### src/rtl/mcore_pkg.sv
`timescale 1ns/1ps
// mcore_pkg: shared opcodes, control word layout, ALU codes and the
// built-in program. Assumes 32-bit instruction words in the classic format.
package mcore_pkg;

    localparam logic [5:0] OP_RTYPE = 6'b000000;
    localparam logic [5:0] OP_LOAD  = 6'b100011;
    localparam logic [5:0] OP_STORE = 6'b101011;
    localparam logic [5:0] OP_BEQ   = 6'b000100;
    localparam logic [5:0] OP_ADDI  = 6'b001000;
    localparam logic [5:0] OP_JUMP  = 6'b000010;

    localparam logic [5:0] FN_ADD  = 6'b100000;
    localparam logic [5:0] FN_SUB  = 6'b100010;
    localparam logic [5:0] FN_AND  = 6'b100100;
    localparam logic [5:0] FN_OR   = 6'b100101;
    localparam logic [5:0] FN_SLTU = 6'b101011;

    typedef enum logic [2:0] {
        ALU_AND  = 3'b000,
        ALU_OR   = 3'b001,
        ALU_ADD  = 3'b010,
        ALU_ANDN = 3'b100,
        ALU_ORN  = 3'b101,
        ALU_SUB  = 3'b110,
        ALU_SLTU = 3'b111
    } alu_op_e;

    // Field order is fixed: the decoder table is written against it.
    typedef struct packed {
        logic       regwrite;
        logic       regdst;
        logic       alusrc;
        logic       branch;
        logic       memwrite;
        logic       memtoreg;
        logic       jump;
        logic [1:0] aluop;
    } ctrl_t;

    function automatic logic [31:0] mk_r(input logic [4:0] rs, rt, rd,
                                         input logic [5:0] fn);
        return {OP_RTYPE, rs, rt, rd, 5'd0, fn};
    endfunction

    function automatic logic [31:0] mk_i(input logic [5:0] op,
                                         input logic [4:0] rs, rt,
                                         input logic [15:0] imm);
        return {op, rs, rt, imm};
    endfunction

    // Built-in program: exercises every supported instruction.
    function automatic logic [31:0] prog_word(input int idx);
        case (idx)
            0:  return mk_i(OP_ADDI, 5'd0, 5'd1, 16'd5);
            1:  return mk_i(OP_ADDI, 5'd0, 5'd2, 16'hFFFD);
            2:  return mk_r(5'd1, 5'd2, 5'd3, FN_ADD);
            3:  return mk_r(5'd1, 5'd2, 5'd4, FN_SUB);
            4:  return mk_r(5'd1, 5'd2, 5'd5, FN_AND);
            5:  return mk_r(5'd1, 5'd2, 5'd6, FN_OR);
            6:  return mk_r(5'd1, 5'd2, 5'd7, FN_SLTU);
            7:  return mk_r(5'd2, 5'd1, 5'd8, FN_SLTU);
            8:  return mk_i(OP_STORE, 5'd0, 5'd3, 16'd0);
            9:  return mk_i(OP_STORE, 5'd0, 5'd4, 16'd4);
            10: return mk_i(OP_STORE, 5'd0, 5'd5, 16'd8);
            11: return mk_i(OP_STORE, 5'd0, 5'd6, 16'd12);
            12: return mk_i(OP_STORE, 5'd0, 5'd7, 16'd16);
            13: return mk_i(OP_STORE, 5'd0, 5'd8, 16'd20);
            14: return mk_i(OP_LOAD,  5'd0, 5'd9, 16'd4);
            15: return mk_i(OP_STORE, 5'd0, 5'd9, 16'd24);
            16: return mk_i(OP_ADDI,  5'd0, 5'd0, 16'd7);
            17: return mk_i(OP_STORE, 5'd0, 5'd0, 16'd28);
            18: return mk_i(6'b111111, 5'd0, 5'd1, 16'h1234);
            19: return mk_i(OP_STORE, 5'd0, 5'd1, 16'd32);
            20: return mk_i(OP_BEQ,   5'd1, 5'd2, 16'd5);
            21: return mk_i(OP_BEQ,   5'd1, 5'd1, 16'd2);
            22: return mk_i(OP_STORE, 5'd0, 5'd1, 16'd36);
            23: return mk_i(OP_STORE, 5'd0, 5'd1, 16'd36);
            24: return {OP_JUMP, 26'd27};
            25: return mk_i(OP_STORE, 5'd0, 5'd2, 16'd40);
            26: return mk_i(OP_STORE, 5'd0, 5'd2, 16'd40);
            27: return mk_i(OP_STORE, 5'd0, 5'd2, 16'd44);
            28: return mk_i(OP_BEQ,   5'd0, 5'd0, 16'hFFFF);
            default: return 32'd0;
        endcase
    endfunction

endpackage

### src/rtl/mcore_ctrl.sv
`timescale 1ns/1ps
// mcore_ctrl: two-level decode. The opcode picks the control word and a
// 2-bit ALU class. Class 2'b10 defers to the function field.
// Assumes a purely combinational use inside a single-cycle core.
module mcore_ctrl
    import mcore_pkg::*;
(
    input  logic [5:0] op,
    input  logic [5:0] funct,
    output ctrl_t      ctrl,
    output alu_op_e    alu_op
);

    // Opcode decoder: unknown opcodes produce an all-zero, inert word.
    always_comb begin
        case (op)
            OP_RTYPE: ctrl = 9'b110000010;
            OP_LOAD:  ctrl = 9'b101001000;
            OP_STORE: ctrl = 9'b001010000;
            OP_BEQ:   ctrl = 9'b000100001;
            OP_ADDI:  ctrl = 9'b101000000;
            OP_JUMP:  ctrl = 9'b000000100;
            default:  ctrl = 9'b000000000;
        endcase
    end

    // Function decoder: refines the ALU class into an ALU operation.
    always_comb begin
        case (ctrl.aluop)
            2'b00:   alu_op = ALU_ADD;
            2'b01:   alu_op = ALU_SUB;
            default: begin
                case (funct)
                    FN_SUB:  alu_op = ALU_SUB;
                    FN_AND:  alu_op = ALU_AND;
                    FN_OR:   alu_op = ALU_OR;
                    FN_SLTU: alu_op = ALU_SLTU;
                    default: alu_op = ALU_ADD;
                endcase
            end
        endcase
    end

endmodule

### src/rtl/mcore_alu.sv
`timescale 1ns/1ps
// mcore_alu: one adder shared by add, subtract and unsigned compare.
// Code bit 2 inverts B and supplies the carry-in. Bits [1:0] select the
// result. Assumes W >= 2.
module mcore_alu
    import mcore_pkg::*;
#(
    parameter int W = 32
) (
    input  logic [W-1:0] a,
    input  logic [W-1:0] b,
    input  alu_op_e      op,
    output logic [W-1:0] result,
    output logic         zero
);

    logic [W-1:0] b_sel;
    logic [W:0]   sum;

    assign b_sel = op[2] ? ~b : b;
    assign sum   = {1'b0, a} + {1'b0, b_sel} + {{W{1'b0}}, op[2]};

    // Result select on the low code bits.
    always_comb begin
        case (op[1:0])
            2'b00:   result = a & b_sel;
            2'b01:   result = a | b_sel;
            2'b10:   result = sum[W-1:0];
            default: result = {{(W-1){1'b0}}, ~sum[W]};
        endcase
    end

    assign zero = (result == '0);

    // Unsigned compare must agree with a direct comparison.
    always_comb begin
        if (op == ALU_SLTU) begin
            p_sltu_matches_r6: assert (result == {{(W-1){1'b0}}, (a < b)});
        end
    end

endmodule

### src/rtl/mcore_regfile.sv
`timescale 1ns/1ps
// mcore_regfile: two combinational read ports and one write port on the
// rising edge. Entry 0 is hard-wired to zero. Reset clears all entries.
module mcore_regfile #(
    parameter int W     = 32,
    parameter int NREGS = 32
) (
    input  logic                     clk,
    input  logic                     rst_n,
    input  logic [$clog2(NREGS)-1:0] ra1,
    input  logic [$clog2(NREGS)-1:0] ra2,
    output logic [W-1:0]             rd1,
    output logic [W-1:0]             rd2,
    input  logic                     we,
    input  logic [$clog2(NREGS)-1:0] wa,
    input  logic [W-1:0]             wd
);

    logic [W-1:0] regs [NREGS];

    // Write port; writes aimed at entry 0 are dropped.
    always_ff @(posedge clk) begin
        if (!rst_n) begin
            for (int i = 0; i < NREGS; i++) regs[i] <= '0;
        end else if (we && wa != '0) begin
            regs[wa] <= wd;
        end
    end

    assign rd1 = (ra1 == '0) ? '0 : regs[ra1];
    assign rd2 = (ra2 == '0) ? '0 : regs[ra2];

    p_write_lands_r9: assert property (@(posedge clk) disable iff (!rst_n)
        (we && wa != '0) |=> (regs[$past(wa)] == $past(wd)));

    p_zero_read_r9: assert property (@(posedge clk) disable iff (!rst_n)
        (ra1 == '0) |-> (rd1 == '0));

endmodule

### src/rtl/mcore_top.sv
`timescale 1ns/1ps
// mcore_top: single-cycle core. It holds the program counter, the
// computed instruction store and the data memory, and wires the decoder,
// ALU and register file together. Assumes a 32-bit word and word-aligned
// accesses.
module mcore_top
    import mcore_pkg::*;
#(
    parameter int IMEM_WORDS = 32,
    parameter int DMEM_WORDS = 64
) (
    input  logic        clk,
    input  logic        rst_n,
    output logic [31:0] dbg_pc,
    output logic        dbg_mem_we,
    output logic [31:0] dbg_mem_addr,
    output logic [31:0] dbg_mem_wdata
);

    localparam int W    = 32;
    localparam int IA_W = $clog2(IMEM_WORDS);
    localparam int DA_W = $clog2(DMEM_WORDS);

    logic [W-1:0] pc, pc_next, pc_plus4, br_target, jmp_target;
    logic [W-1:0] instr, imm_ext, rd1, rd2, alu_b, alu_res, ld_data, wb_data;
    logic [4:0]   wr_reg;
    ctrl_t        ctrl;
    alu_op_e      alu_op;
    logic         alu_zero, br_taken, known_op;
    logic [W-1:0] imem [IMEM_WORDS];
    logic [W-1:0] dmem [DMEM_WORDS];
    logic         unused_bits;

    // Instruction store built from the package program.
    for (genvar gi = 0; gi < IMEM_WORDS; gi++) begin : g_imem
        assign imem[gi] = prog_word(gi);
    end

    assign instr   = imem[pc[IA_W+1:2]];
    assign imm_ext = {{16{instr[15]}}, instr[15:0]};

    mcore_ctrl u_ctrl (
        .op     (instr[31:26]),
        .funct  (instr[5:0]),
        .ctrl   (ctrl),
        .alu_op (alu_op)
    );

    assign wr_reg = ctrl.regdst ? instr[15:11] : instr[20:16];

    mcore_regfile #(.W(W), .NREGS(32)) u_rf (
        .clk   (clk),
        .rst_n (rst_n),
        .ra1   (instr[25:21]),
        .ra2   (instr[20:16]),
        .rd1   (rd1),
        .rd2   (rd2),
        .we    (ctrl.regwrite),
        .wa    (wr_reg),
        .wd    (wb_data)
    );

    assign alu_b = ctrl.alusrc ? imm_ext : rd2;

    mcore_alu #(.W(W)) u_alu (
        .a      (rd1),
        .b      (alu_b),
        .op     (alu_op),
        .result (alu_res),
        .zero   (alu_zero)
    );

    // Data memory write port.
    always_ff @(posedge clk) begin
        if (ctrl.memwrite) dmem[alu_res[DA_W+1:2]] <= rd2;
    end

    assign ld_data = dmem[alu_res[DA_W+1:2]];
    assign wb_data = ctrl.memtoreg ? ld_data : alu_res;

    assign pc_plus4   = pc + 32'd4;
    assign br_target  = pc_plus4 + (imm_ext << 2);
    assign jmp_target = {pc_plus4[31:28], instr[25:0], 2'b00};
    assign br_taken   = ctrl.branch && alu_zero;

    // Next-PC priority: jump, then taken branch, then sequential.
    always_comb begin
        if (ctrl.jump)     pc_next = jmp_target;
        else if (br_taken) pc_next = br_target;
        else               pc_next = pc_plus4;
    end

    // Program counter register with synchronous reset.
    always_ff @(posedge clk) begin
        if (!rst_n) pc <= '0;
        else        pc <= pc_next;
    end

    assign dbg_pc        = pc;
    assign dbg_mem_we    = ctrl.memwrite;
    assign dbg_mem_addr  = alu_res;
    assign dbg_mem_wdata = rd2;

    assign unused_bits = ^{pc[1:0], pc[W-1:IA_W+2], alu_res[1:0],
                           alu_res[W-1:DA_W+2], instr[10:6]};

    assign known_op = (instr[31:26] == OP_RTYPE) || (instr[31:26] == OP_LOAD)
                   || (instr[31:26] == OP_STORE) || (instr[31:26] == OP_BEQ)
                   || (instr[31:26] == OP_ADDI)  || (instr[31:26] == OP_JUMP);

    p_reset_pc_r1: assert property (@(posedge clk)
        !rst_n |=> (pc == '0));

    p_seq_step_r2: assert property (@(posedge clk) disable iff (!rst_n)
        (!ctrl.jump && !br_taken) |=> (pc == $past(pc) + 32'd4));

    p_branch_dest_r7: assert property (@(posedge clk) disable iff (!rst_n)
        br_taken |=> (pc == $past(pc) + 32'd4 + ($past(imm_ext) << 2)));

    p_jump_dest_r8: assert property (@(posedge clk) disable iff (!rst_n)
        ctrl.jump |=> (pc[27:0] == {$past(instr[25:0]), 2'b00}));

    p_illegal_quiet_r10: assert property (@(posedge clk) disable iff (!rst_n)
        !known_op |-> (!ctrl.regwrite && !ctrl.memwrite && !ctrl.jump && !ctrl.branch));

    p_store_only_r3: assert property (@(posedge clk) disable iff (!rst_n)
        dbg_mem_we |-> (instr[31:26] == OP_STORE));

endmodule

### config.mk
export PLATFORM = sky130hd
export DESIGN_NAME = mcore_top
export DESIGN_NICKNAME = d
export VERILOG_FILES = /design/src/rtl/mcore_pkg.sv /design/src/rtl/mcore_ctrl.sv /design/src/rtl/mcore_alu.sv /design/src/rtl/mcore_regfile.sv /design/src/rtl/mcore_top.sv
export SDC_FILE = /design/constraint.sdc
export NUM_CORES = 2
export LEC_CHECK = 0
export BUFFER_PORTS_ARGS = -buffer_cell sky130_fd_sc_hd__buf_2
export CELL_PAD_IN_SITES_DETAIL_PLACEMENT = 1
export CELL_PAD_IN_SITES_GLOBAL_PLACEMENT = 2
export CORE_MARGIN = 2
export CORE_UTILIZATION = 44
export DETAILED_ROUTE_END_ITERATION = 8
export PLACE_DENSITY_LB_ADDON = 0.2
export SLEW_MARGIN = 0
export SYNTH_ARGS = -nofsm -noshare
export SYNTH_HDL_FRONTEND = slang
export SYNTH_HIERARCHICAL = 1
export SYNTH_SLANG_ARGS = --single-unit
### constraint.sdc
create_clock -name clk -period 12.4 [get_ports clk]
set_clock_uncertainty 0.05 [all_clocks]
set_input_delay 1.24 -clock clk [delete_from_list [all_inputs] [get_ports clk]]
set_output_delay 1.24 -clock clk [all_outputs]
set_load 0.005 [all_outputs]
==> results list <==
- The initial antenna violation count is 43.
* Final routed wire length divided by cell count: 39.0 microns
- Pins Over Slew Limit: 28
- The tree is rooted in a sky130_fd_sc_hd__clkbuf_16.
- Among all flip-flop cells after synthesis, the most frequent one is sky130_fd_sc_hd__edfxtp_1.
- The die covers 315000 sq um.
* Leakage: 50.9 nW
- Place WS: 1.38 ns
- Maximum clock rate: 87.1 MHz
- Failing checks: max-capacitance violations, max-slew violations
- Grt ovf: 0
- Critical hold path startpoint: dbg_pc[31]
* Antenna Nets Post-Route: 0
- Most common cell type on the critical path: sky130_fd_sc_hd__buf_4
- Setup repair after global routing left no endpoint under its margin.
* Count of boundary I/O pins: 99
- Critical Path Slowest Stage Cell: sky130_fd_sc_hd__a21oi_2
- The final number of hold-violating endpoints was 0.
* Largest stage delay on the critical path: 0.90 ns
- Per report_power, the clock group accounts for 28.2% of the total.
- Instance count of the mapped netlist: 8723
- The critical path is of the flip-flop to flip-flop type.
* Row Count: 204
- Worst reg2reg path endpoint: u_rf/regs[17][8]
- Clock network latency to the later pin of the worst-skew pair: 0.96 ns
* Critical Path Fanout Max: 48
* Floorplan die height: 561 microns
* Placement-stage cell area: 144000 sq um
* Top cells by area, synth: sky130_fd_sc_hd__edfxtp_1 (67%), sky130_fd_sc_hd__mux4_2 (7.8%), sky130_fd_sc_hd__and2_1 (4.6%)
- The worst setup path is launched from a flip-flop.
* Resize count post-CTS: 0
- Number of distinct library cell variants in the gate-level netlist after synthesis: 109
- The worst pin sits at a relative slew slack of -44.4%.
* Nets: 8950
- Post-synthesis average cell area: 15.7 sq um
- Relative to the synthesized area, the layout overhead comes to 13.2%.
- Setup violations remaining at the end of the flow were counted as 0.
- The routed design has 517000 microns of wire.
- The worst path meets setup with 0.916 ns of slack.
* Post-route standard cell area excluding fillers: 155000 sq um
* Run status: finished, violations left
* Wire length of the first global-routing pass: 715000 microns
- # clock sinks: 3102
- After legalization and detailed placement, the total HPWL measured 310000 microns.
- After the first detailed-routing iteration, the DRC count stood at 12300.
- Share of final-layout standard cells stronger than drive strength 1: 19.0%
- For the pin with the worst max-slew slack, the measured transition is 2.16 ns.
- In the finished design, the share of the clock period the worst path needs comes to 92.6%.
- Pre-Repair DR Iteration Count: 8
* Final RePlAce weighted congestion: 0.913
* Final sum of negative setup slack: 0 ns
- Count of input and output buffers: 96
- Number of enable flip-flop cells after synthesis: 3072
* Via count of the first global-routing pass: 88400
- Of the total power, combinational logic draws 36.4%.
* Fraction of synthesis flops using an asynchronous set or reset pin: 0%
* Syn. warnings: 6
- Hold_buf cts: 0
- For the worst setup path, the data arrival time is 12.21 ns.
- In this run, flip-flops and latches consume 35.4% of the power.
- Switching part of the total power: 39.7%
- The path with the worst hold slack has its endpoint at dbg_pc[31].
- Total CTS buffers: 335
- The internal power of the cells totals 20.9 mW.
* Worst hold path stage count: 3
* Path depth of the worst reg2reg path: 31
* Power Density: 224 nW/um^2
- Summing every instance area after synthesis gives 137000 sq um.
- Initial standard-cell utilization of the core: 44.2%
- For this block, the via count after detailed routing is 88500.
- Core Area: 309000 sq um
* Horizontal die dimension: 561 microns
* Max-Cap Viols: 1
- The H-tree generated during clock tree synthesis spans 5 levels.
- All-Layer GR Usage: 32.2%
- The share of the Yosys chip area taken by registers is 67.9%.
- TritonCTS built the clock tree.
* Cell type with the highest aggregate area in the netlist: sky130_fd_sc_hd__edfxtp_1
* Switch Pwr: 13.8 mW
- Across all register-to-register paths, the minimum setup slack is 0.92 ns.
- Entering global routing, the biggest net connects 250 pins.
- The worst register-to-register path begins at dbg_pc[3].
- STA classifies the critical path endpoint as a flip-flop.
- Largest buffer count on any clock path: 4
* Peak VDD IR: 0.192 mV
* Class of the most critical hold timing path: flip-flop to flip-flop
- Area share of the largest cell type after synthesis: 67.5%
- Counting flops and latches in the post-synthesis netlist gives 3102.
- For this run, design rule violations remaining after detail routing come to 0.
* WP data required: 13.13 ns
- After detailed routing, the number of vias per cell comes to 6.68.
* Post-CTS setup-driven buffer insertion count: 0
* Clock-pin slew on the worst setup and hold paths: 0.07 ns
* Fin crit period: 11.48 ns
-- per-stage QoR --
step	util, %	power [mW]	hold slack [ns]	instances
floorplan	-	18.4	0.525	8770
global placement	46.7	24.6	0.639	12600
detailed placement	46.7	24.7	0.609	12600
CTS	50.1	34.5	0.604	13200
global route	50.1	35.5	0.622	13200
finish	50.1	34.7	0.632	13300
-- worst max-delay path, delay by kind of cell (launching register included) --
kind | cells | cell delay (ns)
buf+inv | 7 | 2.01
flops | 1 | 0.68
xor+xnor | 2 | 0.45
compound gates | 11 | 4.37
fa+ha+maj | 2 | 0.79
simple gates | 9 | 2.79
-- cells in the mapped netlist (34+ instances only) --
master,instances
sky130_fd_sc_hd__nand2_1,188
sky130_fd_sc_hd__xnor2_1,39
sky130_fd_sc_hd__mux4_2,472
sky130_fd_sc_hd__buf_2,54
sky130_fd_sc_hd__mux2i_1,166
sky130_fd_sc_hd__a211oi_1,56
sky130_fd_sc_hd__o21ai_0,127
sky130_fd_sc_hd__buf_4,43
sky130_fd_sc_hd__o221ai_1,37
sky130_fd_sc_hd__clkbuf_1,547
sky130_fd_sc_hd__a221oi_1,144
sky130_fd_sc_hd__inv_1,107
sky130_fd_sc_hd__nor2_1,240
sky130_fd_sc_hd__nand3_1,45
sky130_fd_sc_hd__a31oi_1,84
sky130_fd_sc_hd__mux2_2,38
sky130_fd_sc_hd__a22o_1,186
sky130_fd_sc_hd__o22ai_1,102
sky130_fd_sc_hd__o211ai_1,57
sky130_fd_sc_hd__xor2_1,54
sky130_fd_sc_hd__nor3_1,88
sky130_fd_sc_hd__edfxtp_1,3072
sky130_fd_sc_hd__a21oi_1,185
sky130_fd_sc_hd__nand4_1,207
sky130_fd_sc_hd__nor4_1,34
sky130_fd_sc_hd__a22oi_1,776
sky130_fd_sc_hd__and2_1,1008
sky130_fd_sc_hd__ha_1,91
sky130_fd_sc_hd__buf_1,82
-- placed cells by master, fill, tap and decap left out, types with 104 or more instances in the layout --
cell type / count
sky130_fd_sc_hd__buf_4: 371
sky130_fd_sc_hd__nor2_1: 143
sky130_fd_sc_hd__clkbuf_16: 338
sky130_fd_sc_hd__and2_1: 1006
sky130_fd_sc_hd__a21oi_1: 158
sky130_fd_sc_hd__a221oi_1: 144
sky130_fd_sc_hd__mux4_2: 472
sky130_fd_sc_hd__mux2i_1: 166
sky130_fd_sc_hd__nand2_1: 187
sky130_fd_sc_hd__a22oi_1: 776
sky130_fd_sc_hd__a22o_1: 186
sky130_fd_sc_hd__inv_1: 104
sky130_fd_sc_hd__nand4_1: 207
sky130_fd_sc_hd__edfxtp_1: 3072
-- worst max-delay path by stage --
stage	from	end	slack, ns	depth (start not counted)
after CTS	dbg_pc[3]	u_rf/regs[17][8]	1.28	31
after floorplan	dbg_pc[3]	dmem[17][0]	1.40	33
after detailed placement	dbg_pc[3]	u_rf/regs[29][8]	1.38	31
final	dbg_pc[3]	u_rf/regs[17][8]	0.92	31
after global routing	dbg_pc[3]	u_rf/regs[17][8]	0.61	34
after global placement	dbg_pc[3]	dbg_pc[31]	1.31	33
-- registers in the layout (all words and copies together) (netlist names) --
register,count
dbg_pc,30
u_rf/regs,1024
dmem,2048
-- power by group through the flow --
stage          Clock, mW  Combinational (mW)  Sequential [mW]
4_1_cts             9.86                12.3             12.3
3_3_place_gp           0                12.1             12.5
3_5_place_dp           0                12.3             12.5
2_1_floorplan          0                5.92             12.5
5_1_grt             10.2                13.0             12.3
6_report            9.78                12.6             12.3
-- cell families (layout without fill, tap and decap cells) --
logic type                 count (synthesis)  in the layout  synth area share, %
other                                      2             62              0.00549
and+or+nand+nor                         1957           1957                 8.19
muxes                                    678            678                 9.32
AOI/OAI and AO/OA                       1939           1939                 10.5
adders and majority gates                 94             94                0.869
buffers and inverters                    858           1207                 2.66
DFF                                     3102           3102                 67.9
xor gates and xnor gates                  93             93                0.596
-- routing by layer --
layer | vias up | global-route usage [%] | part of all wire, %
li1 | 35300 | - | -
met1 | 47100 | 44.9 | 40
met2 | 5183 | 49.3 | 45
met3 | 877 | 6.62 | 10
met4 | 8 | 13.6 | 4.6
met5 | - | 0 | 0.011
-- cell type report --
class                      count  area [sq um]
multi-input combinational   4810         41900
inverter                     109           422
fill                       28900        154000
antenna                       13          32.5
sequential                  3102         92800
timing repair buffer         497          3870
clock buffer                 407          8740
tap                         4120          5150
clock inverter               194          1770
(Power assumes the default switching activity.)
